===== src/rtl/excl_monitor.sv =====
module excl_monitor #(
  parameter int ADDR_W = 32,
  parameter int GRANULE_LOG2 = 6,
  parameter bit CLEAR_ON_TAGGED_STORE = 1'b1
) (
  input  logic              clk,
  input  logic              rst_n,
  input  logic              op_valid,
  input  logic [1:0]        op_kind,
  input  logic [ADDR_W-1:0] op_addr,
  output logic              sx_wen,
  output logic              sx_fail,
  output logic              mon_excl,
  output logic [ADDR_W-1:0] mon_tag
);
  localparam int TAG_W = ADDR_W - GRANULE_LOG2;
  localparam logic [1:0] OP_LDX = 2'd0, OP_STX = 2'd1, OP_ST = 2'd2, OP_CLR = 2'd3;

  logic             excl_q;
  logic [TAG_W-1:0] tag_q;
  logic [TAG_W-1:0] op_tag;
  logic             hit, is_ldx, is_stx, is_st, is_clr;

  assign op_tag = op_addr[ADDR_W-1:GRANULE_LOG2];
  assign hit    = excl_q && (op_tag == tag_q);
  assign is_ldx = op_valid && op_kind == OP_LDX;
  assign is_stx = op_valid && op_kind == OP_STX;
  assign is_st  = op_valid && op_kind == OP_ST;
  assign is_clr = op_valid && op_kind == OP_CLR;

  always_ff @(posedge clk) begin
    if (!rst_n) begin
      excl_q  <= 1'b0;
      tag_q   <= '0;
      sx_wen  <= 1'b0;
      sx_fail <= 1'b0;
    end else begin
      sx_wen  <= is_stx && hit;
      sx_fail <= is_stx && !hit;
      if (is_ldx) begin
        excl_q <= 1'b1;
        tag_q  <= op_tag;
      end else if (is_stx || is_clr) begin
        excl_q <= 1'b0;
      end else if (is_st && hit && CLEAR_ON_TAGGED_STORE) begin
        excl_q <= 1'b0;
      end
    end
  end

  assign mon_excl = excl_q;
  assign mon_tag  = {tag_q, {GRANULE_LOG2{1'b0}}};

  a_r1_reset_open: assert property (@(posedge clk) !rst_n |=> !mon_excl && !sx_wen && !sx_fail);
  a_r2_ldx_sets: assert property (@(posedge clk) disable iff (!rst_n)
    is_ldx |=> mon_excl && mon_tag[ADDR_W-1:GRANULE_LOG2] == $past(op_addr[ADDR_W-1:GRANULE_LOG2]));
  a_r3_clr_opens: assert property (@(posedge clk) disable iff (!rst_n) is_clr |=> !mon_excl);
  a_r4_stx_opens: assert property (@(posedge clk) disable iff (!rst_n) is_stx |=> !mon_excl);
  a_r7_status_excl: assert property (@(posedge clk) disable iff (!rst_n) !(sx_wen && sx_fail));
  a_r7_status_only_stx: assert property (@(posedge clk) disable iff (!rst_n)
    !is_stx |=> !sx_wen && !sx_fail);
  a_r10_idle_holds: assert property (@(posedge clk) disable iff (!rst_n)
    !op_valid |=> $stable(mon_excl) && $stable(mon_tag));
endmodule


===== config.mk =====
export PLATFORM = sky130hd
export DESIGN_NAME = excl_monitor
export DESIGN_NICKNAME = d
export VERILOG_FILES = /design/src/rtl/excl_monitor.sv
export SDC_FILE = /design/constraint.sdc
export NUM_CORES = 1
export LEC_CHECK = 0
export ABC_AREA = 1
export BUFFER_PORTS_ARGS = -buffer_cell sky130_fd_sc_hd__buf_2
export CORE_MARGIN = 10
export CORE_UTILIZATION = 52
export CTS_CLUSTER_DIAMETER = 150
export DETAILED_ROUTE_END_ITERATION = 12
export PLACE_DENSITY_LB_ADDON = 0.12
export SYNTH_ARGS = -nofsm -noshare
export SYNTH_HDL_FRONTEND = slang
export SYNTH_SLANG_ARGS = --single-unit

===== constraint.sdc =====
create_clock -name clk -period 2.8 [get_ports clk]
set_input_delay 0.56 -clock clk [delete_from_list [all_inputs] [get_ports clk]]
set_output_delay 0.56 -clock clk [all_outputs]
set_load 0.005 [all_outputs]

==> results_dict.tcl, run 1 <==
set metrics [dict create \
    clock_skew_ns 0.00884 \
    cpPeakStageDelay_ns 0.42 \
    nFillCells 312 \
    drt_iter0_markers 140 \
    clock-sinks 29 \
    yosys-mux-area-fraction 0 \
    crit_chain "buf_2" \
    synth-xor-area-share 0.0252 \
    die_width_um 77.9 \
    drv_slew 0 \
    ys_types 26 \
    cts_tree "done" \
    grt_pass1_vias 1685 \
    clk_latency_ns 0.34 \
    grt-ovfl-total 0 \
    vias 1813 \
    drv_cap 0 \
    finalHoldViolations 0 \
    cts-root-buf "clkbuf_4" \
    worstPathBufferInverterCount 1 \
    p_leak_nw 1.15 \
    wl_mm 4.51 \
    hold_buffers 0 \
    crit_family "flip-flops" \
    critical_path_required_ns 2.24 \
    vias_per_cell 4.66 \
    first_pass_iters 4 \
    gp_congestion 0.824 \
    ant_nets 0 \
    area_growth_pct 20.5 \
    clk_pin_slew_ns 0.09 \
    portBuffers 59 \
    netlist_instances 285 \
    setup_viol 0 \
    cts.repair.resized 0 \
    cp_data_arrival_time_ns 0.90 \
    multi_input_area_um2 888 \
    n_antenna_cell 0 \
    grt_pass1_wl_mm 7.62 \
    hold_path_class "in2reg" \
    crit_fanout 5 \
    htreeDepth 2 \
    cts_buffers 5 \
    drcViolationCount 0 \
    crit_slowest_cell "dfxtp_1" \
    power_mw 0.871 \
    yosysWarnings 0 \
    nets 381 \
    cts_buffer_depth 2 \
    drive_gt1_frac 0.226 \
    track_usage 0.152 \
    io_pins 72 \
    rows 20 \
    core_mm2 0.00313 \
    die-area_mm2 0.00606 \
    yosysSeqAreaShare 0.334 \
    critPathKind "reg2out" \
    synth_simple_gate_area_frac 0.283 \
    start_kind "register" \
    status "finished, final reports clean" \
    vdd_drop_max_uv 284 \
    power_per_cell_area_mw_per_mm2 415 \
    antenna_found_initial 0 \
    finalCritPeriodShare 0.523 \
    initial_core_util 0.556 \
    register_area_um2 581 \
    fmaxAchievable_ghz 0.683 \
    synth_top_family_by_area "simple AND/OR/NAND/NOR gates" \
    synth-compound-area-share 0.185 \
    synth_area_mm2 0.00174 \
    fp.dieH_um 77.9 \
    tns_ns 0 \
    grt_max_degree 30 \
    synth_area_per_cell_um2 6.11 \
    fin_crit_ns 1.46 \
    post-cts-setup-buffers 0 \
    wl_per_cell_um 11.6 \
    synth-seq-cells 29 \
    dp_hpwl_mm 3.70 \
    endpoint_kind "output pin" \
    rsz0062_at_grt "false" \
    synth_fa_ha_area_frac 0 \
]
-- placed cells by master (no fill, tap or decap), drive strengths merged --
| cell | instances |
|---|---|
| nand2 | 80 |
| buf | 61 |
| inv | 57 |
| o21ai | 33 |
| dfxtp | 29 |
| a21oi | 27 |
| nor2 | 21 |
| clkbuf | 8 |
| conb | 6 |
| xnor2 | 5 |
| nand4 | 5 |
| nor3 | 5 |
| nand3 | 3 |
| or2 | 1 |
| o211ai | 1 |
| nand3b | 1 |
| o2111a | 1 |
| nor4 | 1 |
-- layout make-up --
| type | instances | area share |
|---|---|---|
| multi-input cells | 190 | 0.424 |
| flip-flops and latches | 29 | 0.277 |
| well taps | 44 | 0.0263 |
| repair buffers | 61 | 0.148 |
| inverters | 57 | 0.102 |
| clock buffers | 8 | 0.0233 |
-- synthesized netlist by cell type --
cell,number,share of area
clkbuf_1,1,0.0022
o21ai_0,32,0.092
o211ai_1,1,0.0043
nor2_2,3,0.011
conb_1,1,0.0022
buf_1,1,0.0022
buf_4,6,0.026
a21oi_1,26,0.075
buf_2,6,0.017
nand3_1,3,0.0086
nand4_1,5,0.018
nand2_2,4,0.014
o2111a_1,1,0.0065
nor3_1,4,0.012
a21oi_2,1,0.0050
or2_1,1,0.0036
inv_2,3,0.0065
nand2_1,76,0.16
inv_1,54,0.12
nand3b_1,1,0.0043
dfxtp_1,29,0.33
nor2_1,18,0.039
xnor2_1,5,0.025
nor3_2,1,0.0058
nor4_1,1,0.0036
o21ai_1,1,0.0029
-- per-layer routing --
metal  up-vias  track usage  wire length (um)
met3         6       0.0760               430
met5         -            0                 0
met2        54        0.225              1920
met1       769        0.188              2100
li1        984            -                 -
met4         0       0.0438                54
-- report_power, final --
part           switching, mW  internal [mW]  leakage, nW
combinational          0.104         0.0726        0.882
sequential            0.0181          0.433        0.237
clock                  0.144         0.0998       0.0265
total                  0.266          0.605         1.15
-- logic make-up (layout without fill, tap and decap cells) --
family / count (synthesis) / in the layout
compound gates: 62 / 62
xor+xnor: 5 / 5
buf+inv: 71 / 126
flops: 29 / 29
other cells: 1 / 6
simple gates: 117 / 117
-- state kept, by name, indices dropped and copies added (netlist names) --
signal	cells
mon_excl	1
sx_fail	1
sx_wen	1
tag_q	26
-- through the flow --
step | instances | setup slack, ns | util | area [um^2] | hold slack [ns]
6_report | 389 | 1.34 | 0.670 | 2100 | 0.459
5_1_grt | 389 | 1.24 | 0.670 | 2100 | 0.464
4_1_cts | 389 | 1.33 | 0.670 | 2100 | 0.455
3_5_place_dp | 381 | 1.09 | 0.655 | 2050 | 0.478
3_3_place_gp | 381 | 1.10 | 0.655 | 2050 | 0.475
2_1_floorplan | 290 | 1.44 | - | 1760 | 0.475
-- path summary, 6_finish.rpt --
path                                        startpoint                endpoint  slack, ns  depth (start not counted)
worst max-delay path            tag_q[14]$_SDFFE_PN0P_             mon_tag[20]       1.34                          1
worst min-delay path                       op_addr[23]  tag_q[17]$_SDFFE_PN0P_       0.46                          3
worst max register to register   tag_q[9]$_SDFFE_PN0P_   mon_excl$_SDFFE_PN0P_       1.46                         13
worst min register to register   mon_excl$_SDFFE_PN0P_   mon_excl$_SDFFE_PN0P_       0.49                          2
Power figures use the tool's default switching activity.
==> inputs of run 2 (changes only) <==
Settings changed: CORE_UTILIZATION 52 to 48.
Clock period 2.8 ns to 1.5 ns, I/O delays scaled along.
==> run 2 against run 1 <==
Against the previous run:
- highest routed layer unchanged
- combinational power is 93% higher
- non-clock buffer count is 2 higher
- global-route usage hardly changed
- sequential power is 86% higher
- largest cell class unchanged
- final cell count is 1.0% higher
- wire length is 5.4% higher
- clock-buffer cell count is 1 lower
- flip-flop and latch count stayed put
==> results_dict.tcl, run 2 (synthesized netlist as in run 1, its figures left out) <==
set metrics [dict create \
    status "finished, final reports clean" \
    layout_common_cells "nand2_1 (76), buf_2 (59), inv_1 (54), o21ai_0 (32), dfxtp_1 (29)" \
    rr_worst_depth 11 \
    critPathCapture "mon_excl$_SDFFE_PN0P_" \
    die_width_um 80.2 \
    grt_max_degree 30 \
    hold_path_class "in2reg" \
    power_switching_mw 0.522 \
    first_pass_iters 4 \
    dp_hpwl_mm 3.97 \
    area_growth_pct 22.7 \
    drcViolationCount 0 \
    fp.dieH_um 80.2 \
    cp_data_arrival_time_ns 1.60 \
    final_common_cell "nand2_1" \
    grt_pass1_vias 1771 \
    wl_per_cell_um 12.1 \
    clock_skew_ns 0.00965 \
    drive_gt1_frac 0.239 \
    vias 1866 \
    endpoint_kind "register" \
    tns_ns 0 \
    die-area_mm2 0.00643 \
    critPathKind "reg2reg" \
    vias_per_cell 4.75 \
    track_usage 0.152 \
    io_pins 72 \
    cts_buffers 5 \
    htreeDepth 2 \
    clkPwrFrac 0.322 \
    crit_fanout 4 \
    fmaxAchievable_ghz 0.736 \
    switching_share 0.300 \
    drv_cap 0 \
    largest_register_ffs 26 \
    drv_slew 0 \
    cts-root-buf "clkbuf_4" \
    largest_register "tag_q" \
    cts_tree "done" \
    timing.rr.start "tag_q[21]$_SDFFE_PN0P_" \
    start_kind "register" \
    power_per_cell_area_mw_per_mm2 814 \
    hold_buffers 0 \
    rrSetupSlack_ns 0.14 \
    rr_endpoint "mon_excl$_SDFFE_PN0P_" \
    fin_crit_ns 1.36 \
    p_leak_nw 1.17 \
    power_frac_comb 0.195 \
    wl_mm 4.75 \
    p_int_mw 1.22 \
    setup_viol 0 \
    crit_slowest_cell "dfxtp_1" \
    cpPeakStageDelay_ns 0.38 \
    initial_core_util 0.510 \
    clk_latency_ns 0.33 \
    startpoint "tag_q[21]$_SDFFE_PN0P_" \
    core_mm2 0.00342 \
    drt_iter0_markers 79 \
    critical_path_required_ns 1.74 \
    clk_pin_slew_ns 0.10 \
    power_frac_seq 0.484 \
    finalCritPeriodShare 0.906 \
    rows 21 \
    ant_nets 0 \
    post-cts-setup-buffers 0 \
    n_antenna_cell 0 \
    antenna_found_initial 0 \
    pre_cts_ws_ns 0.114 \
    grt-ovfl-total 0 \
    nets 383 \
    portBuffers 59 \
    cts_buffer_depth 2 \
    crit_top_cell "nand2_1" \
    finalWorstSetupSlack_ns 0.141 \
    cts.repair.resized 0 \
    gp_congestion 0.895 \
    crit_chain "inv_1, nand2_1, nand2_1, nor2_1, nand3_1, nor2_2, nand2_1, nand2_1, nand2_1, nand2_1, a21oi_2" \
    clock-sinks 29 \
    grt_pass1_wl_mm 7.94 \
    rsz0062_at_grt "false" \
    holdWs_ns 0.198 \
    vdd_drop_max_uv 485 \
    finalHoldViolations 0 \
]
## run 2: changes by cell type in the layout (fill, tap and decap cells not counted), sizes merged
cell / before / now
buf: 61 / 63
clkinv: 0 / 1
clkbuf: 8 / 7
## run 2: cell type report
| class | instances | area, um^2 |
|---|---|---|
| inverter | 57 | 214 |
| tap | 46 | 57.6 |
| fill | 359 | 1280 |
| timing repair buffer | 63 | 325 |
| multi-input combinational | 190 | 888 |
| clock inverter | 1 | 5.00 |
| clock buffer | 7 | 65.1 |
| sequential | 29 | 581 |
## run 2: per-layer routing
metal / vias to the layer above / global-route usage / share of wire
met5: - / 0 / 0
met4: 0 / 0.0423 / 0.011
met3: 6 / 0.0702 / 0.12
met2: 70 / 0.234 / 0.43
met1: 800 / 0.185 / 0.44
li1: 990 / - / -
## run 2: how the worst min path moves through the flow
stage                                from  slack (ns)                endpoint  cells past startpoint
global placement    mon_excl$_SDFFE_PN0P_        0.48   mon_excl$_SDFFE_PN0P_                      2
detailed placement  mon_excl$_SDFFE_PN0P_        0.48   mon_excl$_SDFFE_PN0P_                      2
global route                  op_addr[23]        0.20  tag_q[17]$_SDFFE_PN0P_                      3
finish                        op_addr[23]        0.20  tag_q[17]$_SDFFE_PN0P_                      3
CTS                           op_addr[23]        0.19  tag_q[17]$_SDFFE_PN0P_                      3
floorplan                     op_addr[23]        0.43  tag_q[17]$_SDFFE_PN0P_                      2
## run 2: stage by stage
stage           util  instance area, um^2  cells  total power, mW
2_1_floorplan      -                 1760    290             1.07
3_3_place_gp   0.605                 2070    385             1.19
3_5_place_dp   0.605                 2070    385             1.20
4_1_cts        0.625                 2140    393             1.75
5_1_grt        0.625                 2140    393             1.83
6_report       0.625                 2140    393             1.74
## run 2: power groups by stage
stage | clock network [mW] | logic (mW) | registers (mW)
global placement | 0 | 0.333 | 0.857
global route | 0.594 | 0.389 | 0.848
floorplan | 0 | 0.206 | 0.860
detailed placement | 0 | 0.339 | 0.859
finish | 0.560 | 0.339 | 0.841
CTS | 0.566 | 0.340 | 0.841
## run 2: worst max-delay path: cells and delay by family (launching register included)
family | cells | cell delay (ns)
buffers and inverters | 1 | 0.05
AO/OA/AOI/OAI | 1 | 0.05
AND/OR/NAND/NOR | 9 | 0.79
flip-flops | 1 | 0.38
